File: config.mk
export PLATFORM = sky130hd
export DESIGN_NAME = flash_id_probe
export DESIGN_NICKNAME = d
export VERILOG_FILES = /design/src/rtl/flash_id_pkg.sv /design/src/rtl/flash_id_tick.sv /design/src/rtl/flash_id_shifter.sv /design/src/rtl/flash_id_cap_decode.sv /design/src/rtl/flash_id_probe.sv
export SDC_FILE = /design/constraint.sdc
export NUM_CORES = 1
export LEC_CHECK = 0
export CORE_MARGIN = 2
export CORE_UTILIZATION = 40
export CTS_CLUSTER_SIZE = 24
export DETAILED_ROUTE_END_ITERATION = 6
export PLACE_DENSITY = 0.66
export SLEW_MARGIN = 15
export SYNTH_ARGS = -nofsm -noshare
export SYNTH_HDL_FRONTEND = slang
export SYNTH_SLANG_ARGS = --single-unit
export TNS_END_PERCENT = 50
File: constraint.sdc
create_clock -name clk -period 1.6 [get_ports clk]
set_input_delay 0.32 -clock clk [delete_from_list [all_inputs] [get_ports clk]]
set_output_delay 0.32 -clock clk [all_outputs]
set_load 0.005 [all_outputs]
File: src/rtl/flash_id_pkg.sv
package flash_id_pkg;

   localparam int ID_CMD_BITS  = 8;
   localparam int ID_RESP_BYTES = 3;
   localparam int ID_RESP_BITS = 8 * ID_RESP_BYTES;
   localparam int ID_TOTAL_BITS = ID_CMD_BITS + ID_RESP_BITS;

   // capacity code ranges (the numbering skips 0x1A..0x1F)
   localparam logic [7:0] CAP_LO_FIRST = 8'h17;
   localparam logic [7:0] CAP_LO_LAST  = 8'h19;
   localparam logic [7:0] CAP_HI_FIRST = 8'h20;
   localparam logic [7:0] CAP_HI_LAST  = 8'h22;
   localparam int         CAP_HI_EXP0  = 26;
   localparam logic [7:0] CAP_HI_BIAS  = CAP_HI_FIRST - 8'(CAP_HI_EXP0);

   typedef enum logic [1:0] {
      PRB_IDLE  = 2'd0,
      PRB_SHIFT = 2'd1,
      PRB_HOLD  = 2'd2
   } probe_state_t;

   typedef struct packed {
      logic [7:0] mfr;
      logic [7:0] dev;
      logic [7:0] cap;
   } id_bytes_t;

endpackage

File: src/rtl/flash_id_tick.sv
module flash_id_tick #(
   parameter int SCK_HALF = 4
) (
   input  logic clk,
   input  logic rst_n,
   input  logic run,
   output logic tick
);

   generate
      if (SCK_HALF == 1) begin : g_every_cycle
         assign tick = run;
      end else begin : g_counter
         localparam int CW = $clog2(SCK_HALF);
         localparam logic [CW-1:0] CNT_LAST = CW'(SCK_HALF - 1);
         logic [CW-1:0] cnt_q;

         always_ff @(posedge clk or negedge rst_n) begin
            if (!rst_n) begin
               cnt_q <= '0;
            end else if (!run || cnt_q == CNT_LAST) begin
               cnt_q <= '0;
            end else begin
               cnt_q <= cnt_q + 1'b1;
            end
         end

         assign tick = run && (cnt_q == CNT_LAST);
      end
   endgenerate

endmodule

File: src/rtl/flash_id_shifter.sv
module flash_id_shifter #(
   parameter logic [7:0] CMD        = 8'h9F,
   parameter int         TOTAL_BITS = 32,
   parameter int         RESP_BITS  = 24
) (
   input  logic                 clk,
   input  logic                 rst_n,
   input  logic                 load,
   input  logic                 rise,
   input  logic                 fall,
   input  logic                 miso,
   output logic                 mosi,
   output logic                 last_bit,
   output logic [RESP_BITS-1:0] rx
);

   localparam int BCW = $clog2(TOTAL_BITS);
   localparam logic [BCW-1:0] BIT_LAST = BCW'(TOTAL_BITS - 1);

   logic [TOTAL_BITS-1:0] tx_q;
   logic [RESP_BITS-1:0]  rx_q;
   logic [BCW-1:0]        bit_q;

   always_ff @(posedge clk or negedge rst_n) begin
      if (!rst_n) begin
         tx_q  <= '0;
         bit_q <= '0;
      end else if (load) begin
         tx_q  <= {CMD, {(TOTAL_BITS-8){1'b0}}};
         bit_q <= '0;
      end else if (fall) begin
         tx_q  <= {tx_q[TOTAL_BITS-2:0], 1'b0};
         bit_q <= bit_q + 1'b1;
      end
   end

   always_ff @(posedge clk or negedge rst_n) begin
      if (!rst_n) begin
         rx_q <= '0;
      end else if (rise) begin
         rx_q <= {rx_q[RESP_BITS-2:0], miso};
      end
   end

   assign mosi     = tx_q[TOTAL_BITS-1];
   assign last_bit = (bit_q == BIT_LAST);
   assign rx       = rx_q;

endmodule

File: src/rtl/flash_id_cap_decode.sv
module flash_id_cap_decode
   import flash_id_pkg::*;
#(
   parameter int EXP_W     = 6,
   parameter int ADDR4_EXP = 25
) (
   input  logic [7:0]       code,
   output logic             valid,
   output logic [EXP_W-1:0] exp_out,
   output logic             addr4
);

   logic in_lo, in_hi;

   always_comb begin
      in_lo   = (code >= CAP_LO_FIRST) && (code <= CAP_LO_LAST);
      in_hi   = (code >= CAP_HI_FIRST) && (code <= CAP_HI_LAST);
      valid   = in_lo || in_hi;
      exp_out = '0;
      if (in_lo) begin
         exp_out = EXP_W'(code);
      end else if (in_hi) begin
         exp_out = EXP_W'(code - CAP_HI_BIAS);
      end
      addr4 = valid && (exp_out >= EXP_W'(ADDR4_EXP));
   end

endmodule

File: src/rtl/flash_id_probe.sv
module flash_id_probe
   import flash_id_pkg::*;
#(
   parameter int         SCK_HALF  = 4,
   parameter logic [7:0] ID_CMD    = 8'h9F,
   parameter int         EXP_W     = 6,
   parameter int         ADDR4_EXP = 25
) (
   input  logic             clk,
   input  logic             rst_n,
   input  logic             start,
   output logic             busy,
   output logic             done,
   output logic             sck,
   output logic             mosi,
   input  logic             miso,
   output logic             cs_n,
   output logic [7:0]       id_mfr,
   output logic [7:0]       id_dev,
   output logic [7:0]       id_cap,
   output logic [EXP_W-1:0] size_exp,
   output logic             id_valid,
   output logic             addr4
);

   generate
      if (SCK_HALF < 1) begin : g_bad_half
         $error("SCK_HALF must be at least 1");
      end
      if (EXP_W < 5) begin : g_bad_expw
         $error("EXP_W must hold exponents up to 28");
      end
      if (ADDR4_EXP >= (1 << EXP_W)) begin : g_bad_a4
         $error("ADDR4_EXP does not fit in EXP_W");
      end
   endgenerate

   probe_state_t           state_q;
   logic                   sck_q, cs_n_q, done_q;
   logic                   tick, rise, fall, load, last_bit;
   logic [ID_RESP_BITS-1:0] rx;
   id_bytes_t              rx_ids, ids_q;
   logic                   dec_valid, dec_addr4;
   logic [EXP_W-1:0]       dec_exp;
   logic [EXP_W-1:0]       exp_q;
   logic                   valid_q, addr4_q;

   assign load = (state_q == PRB_IDLE) && start;
   assign rise = (state_q == PRB_SHIFT) && tick && !sck_q;
   assign fall = (state_q == PRB_SHIFT) && tick && sck_q && !last_bit;

   flash_id_tick #(.SCK_HALF(SCK_HALF)) u_tick (
      .clk   (clk),
      .rst_n (rst_n),
      .run   (state_q != PRB_IDLE),
      .tick  (tick)
   );

   flash_id_shifter #(
      .CMD        (ID_CMD),
      .TOTAL_BITS (ID_TOTAL_BITS),
      .RESP_BITS  (ID_RESP_BITS)
   ) u_shift (
      .clk      (clk),
      .rst_n    (rst_n),
      .load     (load),
      .rise     (rise),
      .fall     (fall),
      .miso     (miso),
      .mosi     (mosi),
      .last_bit (last_bit),
      .rx       (rx)
   );

   assign rx_ids = id_bytes_t'(rx);

   flash_id_cap_decode #(.EXP_W(EXP_W), .ADDR4_EXP(ADDR4_EXP)) u_dec (
      .code    (rx_ids.cap),
      .valid   (dec_valid),
      .exp_out (dec_exp),
      .addr4   (dec_addr4)
   );

   always_ff @(posedge clk or negedge rst_n) begin
      if (!rst_n) begin
         state_q <= PRB_IDLE;
         sck_q   <= 1'b0;
         cs_n_q  <= 1'b1;
         done_q  <= 1'b0;
      end else begin
         done_q <= 1'b0;
         unique case (state_q)
            PRB_IDLE: begin
               if (start) begin
                  state_q <= PRB_SHIFT;
                  cs_n_q  <= 1'b0;
                  sck_q   <= 1'b0;
               end
            end
            PRB_SHIFT: begin
               if (tick) begin
                  sck_q <= !sck_q;
                  if (sck_q && last_bit) begin
                     state_q <= PRB_HOLD;
                  end
               end
            end
            PRB_HOLD: begin
               if (tick) begin
                  state_q <= PRB_IDLE;
                  cs_n_q  <= 1'b1;
                  done_q  <= 1'b1;
               end
            end
            default: state_q <= PRB_IDLE;
         endcase
      end
   end

   always_ff @(posedge clk or negedge rst_n) begin
      if (!rst_n) begin
         ids_q   <= '0;
         exp_q   <= '0;
         valid_q <= 1'b0;
         addr4_q <= 1'b0;
      end else if (state_q == PRB_HOLD && tick) begin
         ids_q   <= rx_ids;
         exp_q   <= dec_exp;
         valid_q <= dec_valid;
         addr4_q <= dec_addr4;
      end
   end

   assign busy     = (state_q != PRB_IDLE);
   assign done     = done_q;
   assign sck      = sck_q;
   assign cs_n     = cs_n_q;
   assign id_mfr   = ids_q.mfr;
   assign id_dev   = ids_q.dev;
   assign id_cap   = ids_q.cap;
   assign size_exp = exp_q;
   assign id_valid = valid_q;
   assign addr4    = addr4_q;

endmodule

Yosys cells after proc, flatten, opt, wreduce, memory -nomap -nowiden
Index checks and enable logic that the tools add are counted.
{"block": "word_totals", "reg_bits": 100, "in_bits": 4, "out_inout_bits": 37}
{"block": "op_classes", "add_sub_neg": 3, "n_lt_le_gt_ge": 5, "eq_ne": 8, "mux": 19, "reduce_logical": 24}
{"op": "2-to-1 mux 32 bit", "count": 2}
{"op": "2-to-1 mux 6 bit", "count": 2}
{"op": "logical AND 1 bit", "count": 11}
{"op": "2-to-1 mux 2 bit", "count": 5}
{"op": "2-to-1 mux 5 bit", "count": 2}
{"op": "greater-or-equal comparator 8 x 5 -> 1 bit (second input constant)", "count": 1}
{"op": "greater-or-equal comparator 8 x 6 -> 1 bit (second input constant)", "count": 1}
{"op": "less-or-equal comparator 8 x 5 -> 1 bit (second input constant)", "count": 1}
{"op": "less-or-equal comparator 8 x 6 -> 1 bit (second input constant)", "count": 1}
{"op": "nonzero test 2 bit", "count": 4}
{"op": "greater-or-equal comparator 6 x 5 -> 1 bit (second input constant)", "count": 1}
{"op": "!= test 2 bit (second input constant)", "count": 3}
{"op": "one-hot mux 2 bit (3 select lines)", "count": 1}
{"op": "AND reduction 3 bit", "count": 2}
{"op": "subtractor 6 x 3 -> 6 bit (second input constant)", "count": 1}
{"op": "adder 5 x 1 -> 5 bit (second input constant)", "count": 1}
{"op": "equality test 5 bit (second input constant)", "count": 1}
{"op": "2-to-1 mux 1 bit", "count": 5}
{"op": "equality test 2 bit (second input constant)", "count": 2}
{"op": "one-hot mux 1 bit (2 select lines)", "count": 2}
{"op": "AND reduction 4 bit", "count": 1}
{"op": "zero test 1 bit", "count": 3}
{"op": "adder 2 x 1 -> 2 bit (second input constant)", "count": 1}
{"op": "equality test 2 x 1 -> 1 bit (second input constant)", "count": 1}
{"op": "other kinds (3)", "count": 4}

Logic depth before layout (Yosys ltp)
Gate-level depths: netlist of the first run.
{"block": "depth", "depth_word": 7, "mapped_depth": 8}

Cells and area by module
From an unflattened synthesis of the first run, not the netlist that was laid out.
{"block": "unflattened", "cells_unflattened": 224, "area_unflattened_um2": 3454.6}
{"module": "flash_id_shifter", "instances": 1, "cells_each": 99, "area_each_um2": 1595.3, "seq_area_each_um2": 925.9}
{"module": "flash_id_probe", "instances": 1, "cells_each": 94, "area_each_um2": 1557.7, "seq_area_each_um2": 927.1}
{"module": "flash_id_cap_decode", "instances": 1, "cells_each": 25, "area_each_um2": 210.2, "seq_area_each_um2": 0.0}
{"module": "flash_id_tick", "instances": 1, "cells_each": 6, "area_each_um2": 91.3, "seq_area_each_um2": 50.0}

Worst setup path before layout of the first run
Ideal clock, no wire load.
{"block": "synth_path", "kind": "register to register", "from": "register u_shift.bit_q[0]", "to": "register u_shift.tx_q[24]", "t_arrival_ns": 1.556, "path_slack_ns": -0.090, "path_stages_with_launch": 7, "n_path_buf": 1, "period_less_slack_ns": 1.690, "path_cell_list": "dfrtp_1 ha_1 and3_1 ha_1 nor3_1 clkbuf_1 o21ai_0"}
{"block": "synth_via", "elab_chain_cells": 4}
{"element": "start, declared", "line_no": "flash_id_shifter.sv:22", "rtl": "logic [BCW-1:0] bit_q;"}
{"element": "start signal, assigned", "line_no": "flash_id_shifter.sv:33", "rtl": "bit_q <= bit_q + 1'b1;"}
{"element": "equality test 5 bit", "line_no": "flash_id_shifter.sv:46", "rtl": "assign last_bit = (bit_q == BIT_LAST);"}
{"element": "zero test 1 bit", "line_no": "flash_id_probe.sv:50", "rtl": "assign fall = (state_q == PRB_SHIFT) && tick && sck_q && !last_bit;"}
{"element": "logical AND 1 bit", "line_no": "flash_id_probe.sv:50"}
{"element": "nonzero test 2 bit (no source line)"}
{"element": "end signal, assigned", "line_no": "flash_id_shifter.sv:29", "rtl": "tx_q <= {CMD, {(TOTAL_BITS-8){1'b0}}};"}
{"element": "end signal, assigned", "line_no": "flash_id_shifter.sv:32", "rtl": "tx_q <= {tx_q[TOTAL_BITS-2:0], 1'b0};"}
{"element": "end, declared", "line_no": "flash_id_shifter.sv:20", "rtl": "logic [TOTAL_BITS-1:0] tx_q;"}
No other way between the ends.
A chain may end at the register's enable or synchronous reset.

Final worst setup path of the first run
{"block": "layout_path", "from": "register u_shift.bit_q[1]", "to": "register u_shift.bit_q[3]"}
{"block": "layout_via", "elab_chain_cells": 4, "word_cells_on_any_way": 7}
{"element": "parallel branches: the longest is 4 deep, another holds adder 5 x 1 -> 5 bit"}
Parallel ways; which one is timed is not known. The select of a mux whose other input is x is not followed.

==> impl.org, run 1 <==
** STA
- The number of hold-slack violations in the final timing report came to 0.
- The worst pin sits at a relative slew slack of 0.7527.
- Setup violations remaining at the end of the flow were counted as 0.
- Max-slew violation total from the final report :: 0
- On the final layout, the worst clock skew is 0.009457 ns.
- Of the available clock period, the critical path in the final layout requires 0.9952.
- Setup repair after global routing could not meet its margin everywhere.
- Subtracting the final worst setup slack from the clock period gives 1.592 ns.
- At the pin with the least slew margin, the transition time is 0.3710 ns.
- Maximum operating frequency :: 628.0 MHz
- Final hold analysis gives a worst-case slack of 0.4221 ns.

** GRT
- Pin count of the biggest net entering global routing :: 29
- Across every metal layer, demand over resource in global routing totals 0.1637.
- The via count of the first global-routing pass is 2314.
- For this run the aggregate overflow at the end of global routing stands at 0.
- Global-route wire length before repair :: 10.94 mm
- Number of antenna violations at the first check in global routing :: 0

** Drt
- Pre-antenna DRT Iters :: 4
- Summed over all layers, the routed wires come to 6.458 mm.
- Using the TritonRoute via totals, the vias-per-cell ratio works out to 4.921.
- Number of nets still failing antenna checks after routing :: 0
- DRC marker count from the first detailed-route iteration :: 118
- Via Count :: 2303
- Residual DRC :: 0
- Detail-routed net length per standard cell :: 13.80 um

** Synth
- For this run, the register share of the synthesized area comes to 0.6111.
- Cell area after technology mapping :: 3114 sq um
- Ys async rst share :: 1.000
- YS warnings :: 0
- Post-synth net total :: 301
- Count of flip-flops with a built-in enable after synthesis :: 0
- Most instantiated flip-flop cell in the synthesis netlist :: sky130_fd_sc_hd__dfrtp_1
- In this run, synthesis produced a sequential element count of 76.
- Average instance area after synthesis :: 10.67 sq um
- Post-Synthesis Cells :: 292
- Post-synthesis cell type count :: 41

** Place
- Port buffering added 40 buffers.
- Summed over all nets, the half-perimeter wirelength after detailed placement is 4.105 mm.
- Post-placement cell area :: 3805 sq um
- Gpl congestion :: 0.8694

** Clocking
- TritonCTS buffer count :: 9
- Reg clk slew, reported paths :: 0.08 ns
- TritonCTS built the clock tree.
- CTS HTree Levels :: 3
- The clock drives 76 sinks.
- Deepest clock path buffer count :: 2
- Clock insertion delay at the later pin of the skew report :: 0.36 ns
- CTS root buf :: sky130_fd_sc_hd__clkbuf_8

** Final layout
- For this run, the post-layout net count is 370.
- Ratio of cells with drive above 1 in the final layout :: 0.2404
- Fill cell instance count of the final layout :: 676
- In the final layout, flip-flops and latches occupy 1903 sq um.
- 0 antenna diodes ended up in the layout.
- Final cell area excluding filler cells :: 4168 sq um
- Summing all multi-input logic gate instances after layout gives 1232 sq um.
- From synthesis to final layout, the design area changed by 33.83%.

** Outcome
- The run finished with clean final reports.

** Floorplanning
- The initial utilization of the core area, before any placement, comes to 0.4072.
- I/O Pins :: 41
- Area of the core :: 7647 sq um
- The floorplan has 32 rows.
- Area enclosed by the die boundary :: 8507 sq um
- The die is 92.24 um tall.
- Measured along the x axis, the die boundary spans 92.24 um.

** Setup path
- The kind of cell with the highest combined delay along the critical path is simple AND/OR/NAND/NOR gates.
- Critical path fanouts, max :: 4
- Endpoint type of the worst setup path :: flop
- STA puts the critical path data arrival time at 1.83 ns.
- STA classifies the critical path startpoint as a flop.
- Worst path slowest cell :: sky130_fd_sc_hd__dfrtp_1
- CP peak stage delay :: 0.39 ns
- Critical path class :: reg2reg
- Critical Path, Cell by Cell :: ha_2 > and3_4 > ha_4 > nor4_1 > xnor2_1 > nor2_1
- Worst EP required :: 1.84 ns
- The number of buffers and inverters on the critical path is 0.

** Power and ir drop
- Lkg Pwr :: 1.999 nW
- Max VDD drop :: 450.9 uV
- PD cells :: 1325 nW/um^2

** Run
- Number of violations of the max-capacitance limit :: 0

** Min path
- HP Class :: in2async
sequential cells by signal, summed over array words and instances, names as in the netlist:
signal and flops:
addr4 1, cs_n 1, done 1, id_cap 8, id_dev 8, id_mfr 8
id_valid 1, sck 1, size_exp 6, state_q 2, u_shift.bit_q 5, u_shift.rx 24
u_shift.tx_q 8, u_tick.g_counter.cnt_q 2
cell usage in the layout (no fill, tap or decap), types with 5 or more instances in the layout:
cell,Yosys,layout
sky130_fd_sc_hd__inv_1,5,5
sky130_fd_sc_hd__dfrtp_1,75,75
sky130_fd_sc_hd__o21ai_0,17,17
sky130_fd_sc_hd__nor2_1,10,8
sky130_fd_sc_hd__buf_4,0,21
sky130_fd_sc_hd__nand2_1,95,95
sky130_fd_sc_hd__clkdlybuf4s50_1,0,35
sky130_fd_sc_hd__mux2_2,22,22
sky130_fd_sc_hd__clkbuf_8,0,10
stage by stage:
step	std cells	total power, mW	setup TNS [ns]	utilization	setup slack (ns)
floorplan	292	3.404	-0.1103	-	-0.01589
detailed placement	445	4.023	-0.9117	0.4975	-0.1118
finish	468	5.523	0	0.5450	0.007609
CTS	465	5.376	0	0.5288	0.001226
global placement	445	3.963	-0.02299	0.4975	-0.01428
global route	468	5.875	-0.6688	0.5450	-0.07139
synthesized netlist by cell type, types with 2 or more instances:
cell type                   n  share of area
sky130_fd_sc_hd__and2_2     2         0.0048
sky130_fd_sc_hd__nor4b_1    4          0.011
sky130_fd_sc_hd__buf_2      6         0.0096
sky130_fd_sc_hd__o21ai_0   17          0.027
sky130_fd_sc_hd__mux2_2    22          0.080
sky130_fd_sc_hd__nor2_1    10          0.012
sky130_fd_sc_hd__nor4_1     2         0.0040
sky130_fd_sc_hd__a21oi_1    3         0.0048
sky130_fd_sc_hd__dfrtp_1   75           0.60
sky130_fd_sc_hd__nand2b_1   3         0.0060
sky130_fd_sc_hd__and3_1     2         0.0040
sky130_fd_sc_hd__nand2_1   95           0.11
sky130_fd_sc_hd__o21a_1     2         0.0048
sky130_fd_sc_hd__nor3_1     4         0.0064
sky130_fd_sc_hd__xnor2_1    3         0.0084
sky130_fd_sc_hd__o21ai_1    2         0.0032
sky130_fd_sc_hd__inv_1      5         0.0060
sky130_fd_sc_hd__clkbuf_1   6         0.0072
sky130_fd_sc_hd__nand3_1    3         0.0048
sky130_fd_sc_hd__ha_1       5          0.020
routing by layer:
metal  up-vias  GRT usage  wire length, um
met3         9    0.04108              278
li1       1112          -                -
met4         0    0.07960              118
met2        39     0.2353             2947
met5         -          0                0
met1      1143     0.2316             3113
cell type report:
| type | count | area share |
|---|---|---|
| timing repair buffer | 70 | 0.1696 |
| multi-input combinational | 198 | 0.2957 |
| tap | 102 | 0.03062 |
| sequential | 76 | 0.4566 |
| clock inverter | 4 | 0.006004 |
| inverter | 6 | 0.006605 |
| clock buffer | 12 | 0.03482 |
where the power goes:
part / switching, mW / leakage, nW / internal (mW)
combinational: 0.819 / 0.901 / 0.906
sequential: 0.235 / 1.02 / 2.25
clock: 0.706 / 0.0824 / 0.601
total: 1.76 / 2.00 / 3.76
path summary, 6_finish.rpt:
kind	start	to	slack, ns	cells past startpoint
max	u_shift.bit_q[1]	u_shift.bit_q[3]	0.008	6
min	rst_n	u_shift.tx_q[28]	0.42	2
max reg2reg	u_shift.bit_q[1]	u_shift.bit_q[3]	0.008	6
min reg2reg	u_tick.g_counter.cnt_q[0]	u_tick.g_counter.cnt_q[0]	0.44	1
max in group asynchronous	rst_n	cs_n	0.62	3
min in group clk	u_tick.g_counter.cnt_q[0]	u_tick.g_counter.cnt_q[0]	0.44	1
kinds of logic (layout without fill, tap and decap cells):
| group | Yosys count | after routing | share of synthesized area |
|---|---|---|---|
| AND/OR/NAND/NOR | 133 | 133 | 0.1872 |
| flip-flops | 76 | 76 | 0.6111 |
| AO/OA/AOI/OAI | 34 | 34 | 0.06670 |
| multiplexers | 22 | 22 | 0.07955 |
| buffers and inverters | 18 | 92 | 0.02411 |
| adder cells (fa/ha/maj) | 5 | 5 | 0.02009 |
| XOR/XNOR | 4 | 4 | 0.01125 |
repair_timing:
item,4_1_cts,5_1_grt
gates resized for setup,11,17
pin swaps,3,3
endpoints found under the hold margin,25,0
gates cloned,1,2
setup buffers,2,1
hold buffers,1,0
endpoints found under the setup margin,17,65
Note: power is estimated with default switching activity, not from simulation.
==> run 2, diff against run 1 <==
--- a/config.mk
+++ b/config.mk
@@ -5,11 +5,12 @@
 export SDC_FILE = /design/constraint.sdc
 export NUM_CORES = 1
 export LEC_CHECK = 0
+export CAP_MARGIN = 5
 export CORE_MARGIN = 2
 export CORE_UTILIZATION = 40
 export CTS_CLUSTER_SIZE = 24
 export DETAILED_ROUTE_END_ITERATION = 6
-export PLACE_DENSITY = 0.66
+export PLACE_DENSITY = 0.64
 export SLEW_MARGIN = 15
 export SYNTH_ARGS = -nofsm -noshare
 export SYNTH_HDL_FRONTEND = slang
==> constraint.sdc (replaced) <==
create_clock -name clk -period 2 [get_ports clk]
set_input_delay 0.4 -clock clk [delete_from_list [all_inputs] [get_ports clk]]
set_output_delay 0.4 -clock clk [all_outputs]
set_load 0.005 [all_outputs]
==> impl.org, run 2 (synthesis gave the netlist of run 1 again) <==
** Power and ir drop
- The maximum VDD drop came to 415.1 uV (was 450.9 uV).
- Int Power :: 2.750 mW (was 3.762 mW)
- The total design power came to 4.003 mW (was 5.523 mW).
- Switching component of the power :: 1.254 mW (was 1.761 mW)
- The power density normalized to cell area came to 1042 nW/um^2 (was 1325 nW/um^2).
- The sequential cell fraction of total power is 0.515 (was 0.451).
- Proportion of power drawn by combinational gates :: 0.241 (was 0.312)
- Lkg Pwr :: 1.836 nW (was 1.999 nW)
- The fraction of power spent switching nets came to 0.3132 (was 0.3189).
- Fraction of power consumed by the clock network :: 0.244 (was 0.237)

** Setup path
- Critical path fanouts, max :: 6 (was 4)
- The data arrival at the endpoint of the critical path came to 1.45 ns (was 1.83 ns).
- The last element of the critical path is busy (was u_shift.bit_q[3]).
- The kind of start point of the critical path is a flop (unchanged).
- The worst-case reg-to-reg path depth was 7 (was 6).
- The required arrival time at the worst endpoint came to 1.60 ns (was 1.84 ns).
- The critical path class is reg2out (was reg2reg).
- Endpoint type of the worst setup path :: primary output (was flop)
- The reg-to-reg endpoint was u_shift.tx_q[25] (was u_shift.bit_q[3]).
- The flop-to-flop setup slack was 0.18 ns (was 0.008 ns).
- The timing startpoint of the critical path is state_q[0] (was u_shift.bit_q[1]).
- Worst r2r src :: u_shift.bit_q[0] (was u_shift.bit_q[1])

** STA
- The number of max-slew violations in the final report was 0 (unchanged).
- The tightest slew margin relative to the limit was 0.6536 (was 0.7527).
- Shortest period the worst path allows :: 1.848 ns
- Setup violations, final :: 0 (unchanged)
- Transition at the pin with the smallest max-transition slack :: 0.5124 ns (was 0.3710 ns)
- Final Hold Vio Count :: 15 (was 0)
- Worst Hold Margin :: -0.004376 ns (was 0.4221 ns)
- RSZ-0062 raised after global routing: no (was yes).
- The summed negative setup slack over all endpoints came to 0 ns (unchanged).
- Maximum operating frequency :: 541.2 MHz
- Dividing the final minimum period by the clock period gives 0.9239.
- Setup clock skew after layout :: 0.009687 ns (was 0.009457 ns)

** GRT
- Residual overflow from global routing :: 0 (unchanged)
- The pin count of the biggest net entering global routing is 36 (was 29).
- The overall global routing resource usage was 0.1501 (was 0.1637).
- Global-route wire length before repair :: 10.09 mm (was 10.94 mm)
- Number of antenna violations at the first check in global routing :: 0 (unchanged)
- The via count of the first global-routing pass was 2178 (was 2314).

** Clocking
- The number of buffers inserted by hold repair at cts came to 0 (was 1).
- Reg clk slew, reported paths :: 0.08 ns (about the same)
- The CTS root buffer is sky130_fd_sc_hd__clkbuf_8 (unchanged).
- The post-CTS setup buffer count was 0 (was 2).
- Post-cts sizing count :: 0 (was 11)
- The CTS tree was done (unchanged).
- The CTS buffer count came to 9 (unchanged).
- The maximum level of the CTS H-tree is 3 (unchanged).
- Deepest clock path buffer count :: 2 (unchanged)
- The total number of clock tree sinks was 76 (unchanged).
- Clock insertion delay at the later pin of the skew report :: 0.34 ns (was 0.36 ns)

** Outcome
- The checks that failed: negative hold slack.
- Outcome: finished with violations (was complete, no violations).

** Final layout
- Ratio of cells with drive above 1 in the final layout :: 0.1541 (was 0.2404)
- Fin nets :: 348 (was 370)
- Flip-flop count of the largest register after layout :: 24 (unchanged)
- The final non-filler cell total came to 446 (was 468).
- Most common cell after layout, fill and taps aside :: sky130_fd_sc_hd__nand2_1 (unchanged)
- Most frequent cells in the layout: 95 x sky130_fd_sc_hd__nand2_1, 75 x sky130_fd_sc_hd__dfrtp_1, 39 x sky130_fd_sc_hd__clkdlybuf4s50_1 (was 95 x sky130_fd_sc_hd__nand2_1, 75 x sky130_fd_sc_hd__dfrtp_1, 35 x sky130_fd_sc_hd__clkdlybuf4s50_1).
- The area growth from synthesis to layout is 23.34% (was 33.83%).
- The antenna diode count is 0 (unchanged).
- Final core utilization :: 0.5023 (was 0.5450)

** Floorplanning
- Horizontal die dimension :: 92.24 um (unchanged)
- Vert. Die Dim :: 92.24 um (unchanged)
- The count of boundary I/O pins is 41 (unchanged).
- Area of the core :: 7647 sq um (unchanged)
- Area enclosed by the die boundary :: 8507 sq um (unchanged)
- Placement row count :: 32 (unchanged)
- The initial cell density of the core is 0.4072 (unchanged).

** Drt
- Via Count :: 2159 (was 2303)
- Pre-antenna DRT Iters :: 4 (unchanged)
- Number of nets still failing antenna checks after routing :: 0 (unchanged)
- Detail-routed net length per standard cell :: 12.79 um (was 13.80 um)
- The count of routing violations after the opening detailed-route iteration was 123 (was 118).
- Routed Wire Length :: 5.703 mm (was 6.458 mm)
- Residual DRC :: 0 (unchanged)
- Average via count per standard cell :: 4.841 (was 4.921)

** Run
- The reported max-cap violation count came to 0 (unchanged).

** Place
- The number of port buffers is 40 (unchanged).
- The final HPWL from detailed placement was 3.796 mm (was 4.105 mm).
- Gpl congestion :: 0.7699 (was 0.8694)
- Number of cells in the design after placement :: 430 (was 445)

** Min path
- The worst min-delay path category was in2async (unchanged).
==> run 2: layout make-up <==
cell class	instances	area (sq um)
clock buffer	11	131.4
clock inverter	5	30.03
fill	715	3806
inverter	6	22.52
multi-input combinational	198	1144
sequential	76	1903
tap	102	127.6
timing repair buffer	48	483.0
==> run 2: metrics by stage <==
stage | area (sq um) | hold WS, ns | setup WS, ns
6_report | 3841 | -0.004376 | 0.1522
5_1_grt | 3841 | 0.01780 | 0.03147
4_1_cts | 3834 | 0.001786 | 0.03628
3_5_place_dp | 3672 | 0.3743 | 0.1864
3_3_place_gp | 3672 | 0.3716 | 0.2743
2_1_floorplan | 3114 | 0.1044 | 0.3099
==> run 2: how the worst min path moves through the flow <==
stage	start	endpoint	slack (ns)	depth (start not counted)
final	rst_n	u_shift.tx_q[28]	-0.004	1
after global placement	rst_n	id_dev[6]	0.37	1
after floorplan	rst_n	addr4	0.10	0
after detailed placement	rst_n	id_dev[6]	0.37	1
after global routing	rst_n	id_dev[4]	0.02	1
after CTS	rst_n	id_dev[4]	0.002	1
==> run 2: worst max-delay path: stages (launching register included) <==
cell and delay (ns):
sky130_fd_sc_hd__dfrtp_1 0.45, sky130_fd_sc_hd__nor2_4 0.16, sky130_fd_sc_hd__inv_1 0.06, sky130_fd_sc_hd__clkdlybuf4s50_1 0.44
==> run 2: metal layers <==
metal  global-route usage  part of all wire  vias up
met1               0.2121              0.50     1049
met5                    0                 0        -
li1                     -                 -     1063
met2               0.2206              0.45       41
met3              0.04191             0.037        6
met4              0.05721             0.014        0
==> run 2: power by group through the flow <==
stage               Sequential, mW  Combinational, mW  Clock, mW
global placement              2.08              0.939          0
floorplan                     2.00              0.709          0
detailed placement            2.08              0.972          0
CTS                           2.06              0.977       1.01
finish                        2.06              0.965      0.978
global route                  2.10               1.10       1.08
